`config.mk`:
```
export PLATFORM = sky130hd
export DESIGN_NAME = pd_exit_seq
export DESIGN_NICKNAME = d
export VERILOG_FILES = /design/src/rtl/pd_exit_seq_pkg.sv /design/src/rtl/pd_exit_timer.sv /design/src/rtl/pd_exit_ramp.sv /design/src/rtl/pd_exit_drv.sv /design/src/rtl/pd_exit_seq.sv
export SDC_FILE = /design/constraint.sdc
export NUM_CORES = 1
export LEC_CHECK = 0
export ABC_AREA = 1
export BUFFER_PORTS_ARGS = -buffer_cell sky130_fd_sc_hd__buf_4
export CORE_AREA = 2 2 45 47
export CTS_CLUSTER_SIZE = 8
export DETAILED_ROUTE_END_ITERATION = 8
export DIE_AREA = 0 0 47 49
export GPL_TIMING_DRIVEN = 0
export MAX_ROUTING_LAYER = met4
export RECOVER_POWER = 50
export SETUP_SLACK_MARGIN = 0.05
export SLEW_MARGIN = 0
export SYNTH_ARGS = -nofsm -noshare
export SYNTH_HDL_FRONTEND = slang
export SYNTH_SLANG_ARGS = --single-unit
```
`constraint.sdc`:
```
create_clock -name clk_i -period 2 [get_ports clk_i]
set_input_delay 0.1 -clock clk_i [delete_from_list [all_inputs] [get_ports clk_i]]
set_output_delay 0.1 -clock clk_i [all_outputs]
set_load 0.05 [all_outputs]
```
`src/rtl/pd_exit_seq_pkg.sv`:
```
package pd_exit_seq_pkg;
  typedef enum logic [1:0] {
    DRV_HIZ  = 2'b00,
    DRV_HIGH = 2'b01,
    DRV_RUN  = 2'b10
  } drv_e;

  typedef enum logic [2:0] {
    PH_OFF,
    PH_PARK,
    PH_RAMP,
    PH_RUN,
    PH_FAULT
  } phase_e;
endpackage

```
`src/rtl/pd_exit_timer.sv`:
```
module pd_exit_timer #(
  parameter int unsigned TIMEOUT_CYC = 16
) (
  input  logic clk_i,
  input  logic rst_ni,
  input  logic clr_i,
  input  logic run_i,
  output logic expired_o
);
  localparam int unsigned CW = $clog2(TIMEOUT_CYC + 1);
  localparam logic [CW-1:0] LAST = CW'(TIMEOUT_CYC - 1);

  logic [CW-1:0] cnt_q;

  assign expired_o = (cnt_q == LAST);

  always_ff @(posedge clk_i or negedge rst_ni) begin
    if (!rst_ni)                  cnt_q <= '0;
    else if (clr_i)               cnt_q <= '0;
    else if (run_i && !expired_o) cnt_q <= cnt_q + 1'b1;
  end
endmodule

```
`src/rtl/pd_exit_ramp.sv`:
```
module pd_exit_ramp #(
  parameter int unsigned N_GRP = 4
) (
  input  logic             clk_i,
  input  logic             rst_ni,
  input  logic             clr_i,
  input  logic             step_i,
  output logic [N_GRP-1:0] on_o,
  output logic             full_o
);
  // thermometer: one more group released per step, lowest index first
  always_ff @(posedge clk_i or negedge rst_ni) begin
    if (!rst_ni)     on_o <= '0;
    else if (clr_i)  on_o <= '0;
    else if (step_i) on_o <= (on_o << 1) | N_GRP'(1);
  end

  assign full_o = on_o[N_GRP-1];
endmodule

```
`src/rtl/pd_exit_drv.sv`:
```
module pd_exit_drv
  import pd_exit_seq_pkg::*;
#(
  parameter int unsigned N_GRP = 4
) (
  input  logic               off_i,
  input  logic [N_GRP-1:0]   on_i,
  output logic [2*N_GRP-1:0] mode_o
);
  for (genvar g = 0; g < N_GRP; g++) begin : g_grp
    drv_e m;
    always_comb begin
      if (off_i)        m = DRV_HIZ;
      else if (on_i[g]) m = DRV_RUN;
      else              m = DRV_HIGH;
    end
    assign mode_o[2*g +: 2] = m;
  end
endmodule

```
`src/rtl/pd_exit_seq.sv`:
```
module pd_exit_seq
  import pd_exit_seq_pkg::*;
#(
  parameter int unsigned N_GRP       = 4,
  parameter int unsigned TIMEOUT_CYC = 16
) (
  input  logic               clk_i,
  input  logic               rst_ni,
  input  logic               pwr_dn_i,
  input  logic               lock_i,
  output logic [2*N_GRP-1:0] mode_o,
  output logic               err_o
);
  phase_e phase_q, phase_d;
  logic tmr_clr, tmr_run, tmr_exp;
  logic ramp_clr, ramp_step, ramp_full;
  logic [N_GRP-1:0] on;

  always_comb begin
    phase_d   = phase_q;
    tmr_clr   = 1'b0;
    tmr_run   = 1'b0;
    ramp_clr  = 1'b0;
    ramp_step = 1'b0;
    if (pwr_dn_i) begin
      phase_d  = PH_OFF;
      tmr_clr  = 1'b1;
      ramp_clr = 1'b1;
    end else begin
      unique case (phase_q)
        PH_OFF: begin
          phase_d  = PH_PARK;
          tmr_clr  = 1'b1;
          ramp_clr = 1'b1;
        end
        PH_PARK: begin
          if (lock_i) begin
            ramp_step = 1'b1;
            phase_d   = PH_RAMP;
          end else if (tmr_exp) begin
            phase_d = PH_FAULT;
          end else begin
            tmr_run = 1'b1;
          end
        end
        PH_RAMP: begin
          if (ramp_full) phase_d = PH_RUN;
          else           ramp_step = 1'b1;
        end
        default: ;
      endcase
    end
  end

  always_ff @(posedge clk_i or negedge rst_ni) begin
    if (!rst_ni) phase_q <= PH_OFF;
    else         phase_q <= phase_d;
  end

  pd_exit_timer #(.TIMEOUT_CYC(TIMEOUT_CYC)) i_timer (
    .clk_i    (clk_i),
    .rst_ni   (rst_ni),
    .clr_i    (tmr_clr),
    .run_i    (tmr_run),
    .expired_o(tmr_exp)
  );

  pd_exit_ramp #(.N_GRP(N_GRP)) i_ramp (
    .clk_i (clk_i),
    .rst_ni(rst_ni),
    .clr_i (ramp_clr),
    .step_i(ramp_step),
    .on_o  (on),
    .full_o(ramp_full)
  );

  pd_exit_drv #(.N_GRP(N_GRP)) i_drv (
    .off_i (phase_q == PH_OFF),
    .on_i  (on),
    .mode_o(mode_o)
  );

  assign err_o = (phase_q == PH_FAULT);
endmodule

```
Word level (Yosys, flattened, before mapping)
Index checks and enable logic that the tools add are counted.
W data, S select, Z words.

word-level totals
  register bits after elaboration = 12
  bits of input ports = 4
  output and inout bits = 9
  logic and storage cells = 44

operators by class
  add/sub/neg operators = 1
  equality and inequality tests = 6
  multiplexer cells = 27
  reductions and logical operators = 7

operator list
  kind                   number
  $mux W2                8
  $mux W3                4
  $mux W5                2
  $mux W1                9
  $pmux W3 S3            1
  $mux W4                2
  $add A5 B1 Y5 const B  1
  $eq A5 B4 Y1 const B   1
  $ne A4 B3 Y1 const B   1
  $reduce_bool A2 Y1     2
  $reduce_bool A4 Y1     1
  $eq A3 B1 Y1 const B   1
  $eq A3 B2 Y1 const B   1
  $eq A3 B3 Y1 const B   1
  $logic_not A3 Y1       1
  $ne A3 B2 Y1 const B   1
  $reduce_and A3 Y1      1
  $pmux W1 S2            1
  $logic_and A1 B1 Y1    1
  $logic_not A1 Y1       1

Logic depth before layout (Yosys ltp)
Gate-level depths: netlist of run 1.

  depth in word-level cells = 8
  mapped depth = 10
  depth with buffers taken out = 10

By module
From an unflattened synthesis of run 1, not the netlist that was laid out.

unflattened totals
  cell total of the unflattened synthesis = 102
  area, all modules = 729.4 um^2

by module, submodules not included
  module         instances  cells each  area each (um^2)  sequential area each (um^2)
  pd_exit_timer  1          36          267.8             125.1
  pd_exit_seq    1          36          242.7             75.1
  pd_exit_ramp   1          17          162.7             100.1
  pd_exit_drv    1          13          56.3              0.0

Worst setup path before layout of run 1
No wires, ideal clock.

  path kind = reg-to-output
  start point = register phase_q[1]
  end point = output err_o
  data arrival time = 1.551 ns
  required time = 1.900 ns
  setup slack = 0.349 ns
  cell stages (with the launch flop) = 2
  buffers on the path = 0
  cell sequence = dfrtp_1 nor3_1

between the ends
  word-level cells in the longest chain between the ends = 1

RTL lines
  element                   line               text
  start: declaration        pd_exit_seq.sv:14  phase_e phase_q, phase_d;
  start signal: assignment  pd_exit_seq.sv:57  else phase_q <= phase_d;
  $eq A3 B3 Y1              pd_exit_seq.sv:83  assign err_o = (phase_q == PH_FAULT);
  end: declaration          pd_exit_seq.sv:12  output logic err_o

Every way passes these cells.

Worst setup path after layout of run 1
  start point = register i_timer.cnt_q[0]
  end point = register phase_q[2]

between the ends
  word-level cells in the longest chain between the ends = 3

RTL lines
  element                             line                 text
  start: declaration                  pd_exit_timer.sv:13  logic [CW-1:0] cnt_q;
  start signal: assignment            pd_exit_timer.sv:20  else if (run_i && !expired_o) cnt_q <= cnt_q + 1'b1;
  $eq A5 B4 Y1                        pd_exit_timer.sv:15  assign expired_o = (cnt_q == LAST);
  $ne A4 B3 Y1 (no source line)       --
  $reduce_and A3 Y1 (no source line)  --

Every way passes these cells.
A chain may end at the register's enable or synchronous reset.

==> results of run 1 <==
-- metrics by stage --
stage	hold slack, ns	std cells	cell area [sq um]	utilization
after floorplan	-0.196	90	701	-
after global placement	-0.0490	129	825	0.448
after detailed placement	-0.0472	129	825	0.448
after CTS	0.115	133	857	0.465
after global routing	0.142	133	846	0.459
final	0.118	133	846	0.459
-- state kept, by name, summed over array words and instances, names as in the netlist --
signal	flops
phase_q	3
i_ramp.on_o	4
i_timer.cnt_q	5
-- synth_stat cells (2+ instances only) --
master / n
nor2_4: 3
o21ai_1: 4
nand3_1: 8
dfrtp_1: 12
nand3_2: 2
inv_1: 7
nand2_2: 2
nor3_1: 2
inv_2: 4
ha_1: 2
nand2_1: 20
nand4_1: 6
nor2_1: 13
-- kinds of logic (layout without fill, tap and decap cells) --
logic type,Yosys count,in the layout
simple gates,57,57
flops,12,12
buf+inv,11,27
compound gates,7,7
fa+ha+maj,2,2
mux,1,1
-- routing by layer --
| metal | global-route usage | vias to the layer above |
|---|---|---|
| met4 | 0.0417 | 0 |
| li1 | - | 329 |
| met3 | 0.0556 | 2 |
| met1 | 0.210 | 273 |
| met5 | - | - |
| met2 | 0.205 | 12 |
-- final timing paths --
kind | end | slack, ns | cells past startpoint
min reg2reg | i_timer.cnt_q[3]$_DFFE_PN0P_ | 0.52 | 2
min in group asynchronous | i_ramp.on_o[1]$_DFFE_PN0P_ | 0.37 | 2
min | phase_q[2]$_DFFE_PN0P_ | 0.12 | 4
max | phase_q[2]$_DFFE_PN0P_ | 0.31 | 10
max in group asynchronous | i_timer.cnt_q[1]$_DFFE_PN0P_ | 1.20 | 2
max reg2reg | phase_q[2]$_DFFE_PN0P_ | 0.31 | 10
-- cells in the final DEF, fill, tap and decap left out --
cell	Yosys	routed
nor2_4	3	3
clkbuf_1	0	2
nand4_1	6	6
ha_1	2	2
o21ai_1	4	2
nand2_2	2	2
dlygate4sd3_1	0	1
clkbuf_4	0	3
nand3_2	2	2
inv_1	7	7
o22ai_1	1	1
nand2_1	20	20
nor3_1	2	2
or2_2	1	1
dfrtp_1	12	12
a21oi_1	1	1
nand3_1	8	8
o21ai_0	0	3
mux2i_1	1	1
nor2_1	13	13
inv_2	4	4
buf_4	0	10
-- layout make-up --
| cell class | instances | area share |
|---|---|---|
| well taps | 27 | 0.0399 |
| flip-flops and latches | 12 | 0.355 |
| multi-input cells | 67 | 0.420 |
| inverters | 11 | 0.0488 |
| clock buffers | 3 | 0.0266 |
| repair buffers | 13 | 0.109 |
-- power breakdown --
group / total, mW / leakage (nW) / switching, mW / internal [mW]
clock network: 0.146 / 0.0138 / 0.0766 / 0.0697
logic: 0.685 / 0.238 / 0.499 / 0.186
registers: 0.321 / 0.165 / 0.0457 / 0.276
total: 1.15 / 0.417 / 0.621 / 0.531
-- what timing repair did --
action | in CTS | in global routing
setup buffers | 0 | 0
hold buffers | 1 | 0
hold endpoints to repair | 12 | 0
-- worst register-to-register path: stages (launching register included) --
cell and delay [ns]:
dfrtp_1 0.42, ha_1 0.22, nand2_1 0.08, nor2_1 0.05
ha_1 0.16, nor2_1 0.12, nand3_1 0.09, nor2_1 0.22
nor2_1 0.10, nand2_1 0.07, nand2_1 0.04
==> flow_metrics.tcl, run 1 <==
set metrics [dict create \
    status "finished clean" \
    first_iter_violations 20 \
    grt_max_degree 13 \
    multiInputGateArea_sq_um 355 \
    skew_ns 0.00827 \
    worstPathBufferInverterCount 0 \
    cp-start-kind "register" \
    die_h_um 49 \
    antenna_found_initial 0 \
    synthArstFlopShare 1.00 \
    power_mw 1.15 \
    critPathLaunch "i_timer.cnt_q[0]$_DFFE_PN0P_" \
    max_stage_delay_ns 0.42 \
    rsz0062_at_grt "no" \
    ys_warn_count 0 \
    worstReg2RegStart "i_timer.cnt_q[0]$_DFFE_PN0P_" \
    wl_met2_um 643 \
    syn_avg_cell_area_sq_um 7.79 \
    seqCellArea_sq_um 300 \
    drt_pass1_iterations 3 \
    place.gp.congestion 0.898 \
    cp_common_cell "nor2_1" \
    path_delay_family "simple AND/OR/NAND/NOR gates" \
    period_needed_ns 1.69 \
    clk-insertion-delay-late_ns 0.27 \
    htree_levels 1 \
    synth-seq-cells 12 \
    vias_per_cell 4.63 \
    ant_nets 0 \
    syn_inst 90 \
    yosysUniqueCellTypes 18 \
    synth_xor_xnor_area_share 0 \
    fp-row-count 16 \
    io_pins 13 \
    synthMuxAreaShare 0.0143 \
    numPortBuffers 12 \
    synth_fp_nets 96 \
    max-slew-margin-rel 0.565 \
    fin_crit_sh 0.843 \
    drv_cap 0 \
    area_growth_pct 20.7 \
    wl_met1_um 682 \
    setup_tns_ns 0 \
    clkTransAtPathRegs_ns 0.06 \
    hold_viol 0 \
    critPathKind "register to register" \
    cts_buffers 3 \
    worst_slack_ns 0.315 \
    die_w_um 47 \
    fillers 208 \
    crit_chain "ha_1 -> nand2_1 -> nor2_1 -> ha_1 -> nor2_1 -> nand3_1 -> nor2_1 -> nor2_1 -> nand2_1 -> nand2_1" \
    fmax_mhz 593 \
    timing.critical_path.slowest_stage_cell "dfrtp_1" \
    worstPathRequired_ns 2.16 \
    grtUsageTotal 0.151 \
    worstMarginPinSlew_ns 0.652 \
    vias 616 \
    synth_top_family_by_area "simple AND/OR/NAND/NOR gates" \
    critPathMaxFanout 4 \
    layout-drive-gt1-share 0.236 \
    synth_simple_gate_area_frac 0.405 \
    synth.area.top_cells "dfrtp_1 (43%), nand2_1 (11%), nor2_1 (7.0%)" \
    cts_tree "built" \
    first_global_vias 551 \
    setup_violations 0 \
    nets 114 \
    dp_hpwl_mm 1.06 \
    wl_mm 1.40 \
    start_util 0.380 \
    min_from "lock_i" \
    power_density_nw_per_um2 1360 \
    cts.sinks 12 \
    peakVddDrop_mv 0.553 \
    drc 0 \
    synth_fa_ha_area_frac 0.0357 \
    timing.final.max_slew_violations 0 \
    critical_path_arrival_ns 1.85 \
    antenna_cells 0 \
    synth_edf_count 0 \
    p_leak_nw 0.417 \
    netlist.top_cell.by_area "dfrtp_1" \
    post-place-ws_ns 0.304 \
    wl_per_cell_um 10.5 \
    seq_area_frac_synth 0.429 \
    synth_ff_type "dfrtp_1" \
    yosys.area.top_type_share 0.429 \
    dieArea_sq_um 2300 \
    cts-root-buf "clkbuf_4" \
    syn_area_sq_um 701 \
    synth-compound-area-share 0.0571 \
    met3_length_um 63 \
    gr-total-overflow 0 \
    top_layer_used "met4" \
    fp.coreArea_sq_um 1840 \
    hold_path_class "input port to register" \
    clockBufferDepth 2 \
    cts.repair.resized 0 \
    grt_first_pass_wirelength_mm 2.43 \
    critPathCaptureType "register" \
]
No activity file was read; power rests on OpenSTA's default activity.
==> run 2, diff against run 1 <==
==> constraint.sdc (replaced) <==
create_clock -name clk_i -period 1.4 [get_ports clk_i]
set_input_delay 0.07 -clock clk_i [delete_from_list [all_inputs] [get_ports clk_i]]
set_output_delay 0.07 -clock clk_i [all_outputs]
set_load 0.05 [all_outputs]
==> run 2 against run 1 <==
The flow now finishes with violations (setup timing). Largest power group unchanged. Global-route usage rose by 1.4 points. Clock skew rose by 0.0029 ns. Sequential power rose by 43%. Worst setup slack got worse by 0.47 ns. Cell area rose by 39%. Non-clock buffer count rose by 16. Critical endpoint is now i_timer.cnt_q[1]$_DFFE_PN0P_. Die area did not move. Combinational power rose by 150%.
==> flow_metrics.tcl, run 2 (same netlist as run 1, synthesis figures left out) <==
set metrics [dict create \
    cp-start-kind "register" \
    period_needed_ns 1.56 \
    start_util 0.380 \
    clkTransAtPathRegs_ns 0.06 \
    drt_pass1_iterations 4 \
    fp-row-count 16 \
    skew_ns 0.0111 \
    fmax_mhz 643 \
    min_to "phase_q[2]$_DFFE_PN0P_" \
    layout_common_cells "nand2_1 (18), buf_4 (15), nor2_4 (12)" \
    grtUsageTotal 0.165 \
    regMostFlops "i_timer.cnt_q" \
    reg2reg_slack_ns -0.16 \
    die_h_um 49 \
    p_leak_nw 0.527 \
    status "finished with violations" \
    critical_path_arrival_ns 1.71 \
    antenna_cells 0 \
    grt_first_pass_wirelength_mm 2.68 \
    dp_hpwl_mm 1.09 \
    worstPathRequired_ns 1.56 \
    final_core_util 0.637 \
    met3_length_um 81 \
    area_growth_pct 67.3 \
    layout.cells.non_filler 149 \
    largest_reg_flops 5 \
    worst_r2r_path_depth 10 \
    wl_met1_um 756 \
    hold_depth 4 \
    vias 743 \
    power_density_nw_per_um2 2030 \
    power_mw 2.38 \
    min_from "lock_i" \
    cts_tree "built" \
    vias_per_cell 4.99 \
    top_layer_used "met4" \
    first_global_vias 636 \
    io_pins 13 \
    clockBufferDepth 2 \
    critPathMaxFanout 4 \
    drv_cap 0 \
    first_iter_violations 11 \
    cts_buffers 3 \
    layout-drive-gt1-share 0.549 \
    grt_max_degree 13 \
    critPathCaptureType "register" \
    timing.final.max_slew_violations 0 \
    wl_mm 1.84 \
    wl_met2_um 959 \
    die_w_um 47 \
    fp.coreArea_sq_um 1840 \
    htree_levels 1 \
    place.gp.congestion 0.849 \
    gr-total-overflow 0 \
    peakVddDrop_mv 1.12 \
    final_common_cell "nand2_1" \
    violations "setup timing" \
    post-place-ws_ns -0.210 \
    nets 130 \
    fillers 161 \
    reg2reg_to "i_timer.cnt_q[1]$_DFFE_PN0P_" \
    critPathKind "register to register" \
    reg_top3 "i_timer.cnt_q (5), i_ramp.on_o (4), phase_q (3)" \
    antenna_found_initial 0 \
    wl_per_cell_um 12.4 \
    setup_violations 16 \
    critPathLaunch "i_timer.cnt_q[0]$_DFFE_PN0P_" \
    worstMarginPinSlew_ns 0.698 \
    dieArea_sq_um 2300 \
    drc 0 \
    cts-root-buf "clkbuf_4" \
    dpl.cell_count 129 \
    hold_path_class "input port to register" \
    fin_crit_sh 1.11 \
    numPortBuffers 12 \
    hold_viol 0 \
    ant_nets 0 \
    rsz0062_at_grt "yes" \
    clk-insertion-delay-late_ns 0.27 \
    worst_slack_ns -0.156 \
    max-slew-margin-rel 0.535 \
    cts.sinks 12 \
    seqCellArea_sq_um 303 \
    worstReg2RegStart "i_timer.cnt_q[0]$_DFFE_PN0P_" \
    multiInputGateArea_sq_um 488 \
]
run 2: changes by cell type in the layout (fill, tap and decap cells not counted), moves of 5 or more:
cell / before / now
buf_4: 10 / 15
nor2_4: 3 / 12
buf_6: 0 / 10
nor2_1: 13 / 1
run 2: final cells by class:
class / instances / area share
multi-input cells: 67 / 0.416
flip-flops and latches: 12 / 0.258
repair buffers: 29 / 0.242
inverters: 11 / 0.0352
well taps: 27 / 0.0288
clock buffers: 3 / 0.0192
run 2: worst max path at each step:
stage	end	slack [ns]	depth (start not counted)
6_report	i_timer.cnt_q[1]$_DFFE_PN0P_	-0.16	10
5_1_grt	i_timer.cnt_q[3]$_DFFE_PN0P_	-0.27	10
4_1_cts	i_timer.cnt_q[1]$_DFFE_PN0P_	-0.15	10
3_5_place_dp	phase_q[2]$_DFFE_PN0P_	-0.21	10
3_3_place_gp	i_timer.cnt_q[1]$_DFFE_PN0P_	-0.16	10
2_1_floorplan	i_timer.cnt_q[2]$_DFFE_PN0P_	-0.06	10
run 2: metrics by stage:
stage	hold slack [ns]	setup TNS, ns	cell area [sq um]
6_report	0.111	-1.25	1170
5_1_grt	0.130	-2.62	1170
4_1_cts	0.0952	-1.01	1040
3_5_place_dp	-0.0779	-1.46	860
3_3_place_gp	-0.0788	-1.16	860
2_1_floorplan	-0.226	-0.254	736
run 2: power by group:
part           internal (mW)  switching, mW
registers              0.397         0.0634
clock network         0.0995          0.108
logic                  0.708           1.00
run 2: what timing repair did:
action,in CTS,in global routing
buffers inserted,8,8
hold buffers,1,0
cloned,0,1
setup endpoints to repair,19,21
resized for setup,19,14
pin swaps,3,10
endpoints found under the hold margin,12,0
run 2: routing by layer:
| metal | track usage | vias up |
|---|---|---|
| li1 | - | 365 |
| met5 | - | - |
| met3 | 0.0556 | 6 |
| met1 | 0.204 | 353 |
| met4 | 0.0556 | 0 |
| met2 | 0.249 | 19 |
run 2: critical path, cell delays in order, from the launching register on:
cell and delay [ns]:
dfrtp_1 0.40, ha_2 0.18, nand2_2 0.07, nor2_2 0.04, ha_2 0.16, nor2_2 0.10, nand4_1 0.19, nand2_2 0.15
inv_2 0.06, nand2_1 0.05, nand2_1 0.04
==> run 3, diff against run 2 <==
--- a/config.mk
+++ b/config.mk
@@ -15,6 +15,7 @@
 export MAX_ROUTING_LAYER = met4
 export RECOVER_POWER = 50
 export SETUP_SLACK_MARGIN = 0.05
+export SKIP_LAST_GASP = 1
 export SLEW_MARGIN = 0
 export SYNTH_ARGS = -nofsm -noshare
 export SYNTH_HDL_FRONTEND = slang
==> run 3 against run 2 <==
Via count fell by 1.5%. Largest cell class unchanged. Register-to-register slack barely moved. Sequential share of layout area increased by 0.62 points. The flow still finishes with violations (setup timing). Sequential power hardly changed.
==> flow_metrics.tcl, run 3 (same netlist as run 1, synthesis figures left out) <==
set metrics [dict create \
    reg_top3 "i_timer.cnt_q (5), i_ramp.on_o (4), phase_q (3)" \
    dp_hpwl_mm 1.09 \
    max-slew-margin-rel 0.544 \
    clk-insertion-delay-late_ns 0.28 \
    rsz0062_at_grt "yes" \
    antenna_cells 0 \
    min_from "lock_i" \
    period_needed_ns 1.56 \
    drc 0 \
    holdWs_ns 0.106 \
    fp.coreArea_sq_um 1840 \
    critPathMaxFanout 4 \
    layout_common_cells "nand2_1 (18), buf_4 (15), buf_6 (12)" \
    reg2reg_to "i_timer.cnt_q[1]$_DFFE_PN0P_" \
    timing.critical_path.slowest_stage_cell "dfrtp_1" \
    vias_per_cell 4.88 \
    power_density_nw_per_um2 2010 \
    gr-max-usage-layer "met2" \
    min_to "phase_q[2]$_DFFE_PN0P_" \
    critical_path_arrival_ns 1.72 \
    cts-root-buf "clkbuf_4" \
    peakVddDrop_mv 0.942 \
    cp.depth 10 \
    fp-row-count 16 \
    hold_path_class "input port to register" \
    hold_viol 0 \
    final_common_cell "nand2_1" \
    status "finished with violations" \
    area_growth_pct 63.4 \
    fin_crit_sh 1.12 \
    grt_first_pass_wirelength_mm 2.64 \
    place.gp.congestion 0.849 \
    fmax_mhz 640 \
    io_pins 13 \
    critPathKind "register to register" \
    first_iter_violations 16 \
    grt_max_degree 13 \
    drt_pass1_iterations 4 \
    first_global_vias 621 \
    vias 732 \
    clockBufferDepth 2 \
    crit_chain "ha_2 -> nand2_2 -> nor2_2 -> ha_2 -> nor2_2 -> nand4_1 -> nand2_2 -> inv_2 -> nand2_1 -> nand2_1" \
    worstPathBufferInverterCount 1 \
    grtUsageTotal 0.162 \
    worst_slack_ns -0.163 \
    critPathCaptureType "register" \
    hold_depth 4 \
    numPortBuffers 12 \
    die_h_um 49 \
    post-place-ws_ns -0.210 \
    regMostFlops "i_timer.cnt_q" \
    path_delay_family "simple AND/OR/NAND/NOR gates" \
    worst_r2r_path_depth 10 \
    die_w_um 47 \
    final_area_sq_um 1140 \
    setup_violations 15 \
    max_stage_delay_ns 0.40 \
    reg2reg_slack_ns -0.16 \
    gr-total-overflow 0 \
    postPlaceCellArea_sq_um 860 \
    wl_mm 1.80 \
    layout-drive-gt1-share 0.545 \
    violations "setup timing" \
    cts.sinks 12 \
    skew_ns 0.0100 \
    nets 131 \
    worstPathRequired_ns 1.56 \
    start_util 0.380 \
    clkTransAtPathRegs_ns 0.06 \
    largest_reg_flops 5 \
    antenna_found_initial 0 \
    cts_buffers 3 \
    power_mw 2.31 \
    worstMarginPinSlew_ns 0.684 \
    use_met1 0.206 \
    ant_nets 0 \
    dieArea_sq_um 2300 \
    met2_usage 0.237 \
    cp-start-kind "register" \
    p_leak_nw 0.525 \
    htree_levels 1 \
    drv_cap 0 \
    cts_tree "built" \
    worstReg2RegStart "i_timer.cnt_q[0]$_DFFE_PN0P_" \
    met3_usage 0.0556 \
    timing.final.max_slew_violations 0 \
    wl_per_cell_um 12.0 \
]
run 3: changes by cell type in the layout (fill, tap and decap cells not counted), sizes merged:
cell / change
buf: +2
clkbuf: -1
run 3: layout make-up:
cell class	instances	area [sq um]
sequential	12	303
fill	171	697
multi-input combinational	67	463
tap	27	33.8
timing repair buffer	30	282
inverter	11	41.3
clock buffer	3	22.5
run 3: power by group:
group          internal (mW)  switching [mW]  leakage [nW]
logic                  0.679           0.960         0.349
registers              0.397          0.0621         0.162
clock network         0.0996           0.108        0.0138
run 3: routing by layer:
metal,routed length (um),share of wire,vias up
met5,0,0,-
met1,729,0.41,342
li1,-,-,366
met2,945,0.53,18
met3,80,0.045,6
met4,40,0.022,0
run 3: what timing repair did:
action,CTS,global route
gates resized for setup,11,19
setup buffers,8,10
hold buffers,1,0
pin swaps,3,9
endpoints found under the setup margin,19,21
endpoints found under the hold margin,12,0
run 3: how the worst max path moves through the flow:
| stage | startpoint | to | slack (ns) |
|---|---|---|---|
| 2_1_floorplan | i_timer.cnt_q[0]$_DFFE_PN0P_ | i_timer.cnt_q[2]$_DFFE_PN0P_ | -0.06 |
| 3_3_place_gp | i_timer.cnt_q[0]$_DFFE_PN0P_ | i_timer.cnt_q[1]$_DFFE_PN0P_ | -0.16 |
| 3_5_place_dp | i_timer.cnt_q[0]$_DFFE_PN0P_ | phase_q[2]$_DFFE_PN0P_ | -0.21 |
| 4_1_cts | i_timer.cnt_q[0]$_DFFE_PN0P_ | i_timer.cnt_q[1]$_DFFE_PN0P_ | -0.15 |
| 5_1_grt | i_timer.cnt_q[0]$_DFFE_PN0P_ | i_timer.cnt_q[3]$_DFFE_PN0P_ | -0.27 |
| 6_report | i_timer.cnt_q[0]$_DFFE_PN0P_ | i_timer.cnt_q[1]$_DFFE_PN0P_ | -0.16 |
run 3: worst reg2reg max path, stage by stage, from the launching register on:
cell and delay, ns:
dfrtp_1 0.40, ha_2 0.18, nand2_2 0.08, nor2_2 0.04
ha_2 0.16, nor2_2 0.09, nand4_1 0.19, nand2_2 0.16
inv_2 0.06, nand2_1 0.05, nand2_1 0.05
run 3: stage by stage:
step                      setup TNS [ns]  instances   util
final                              -1.61        150  0.622
after global routing               -2.85        150  0.622
after CTS                          -1.01        141  0.542
after detailed placement           -1.46        129  0.467
after global placement             -1.16        129  0.467
after floorplan                   -0.254         90      -
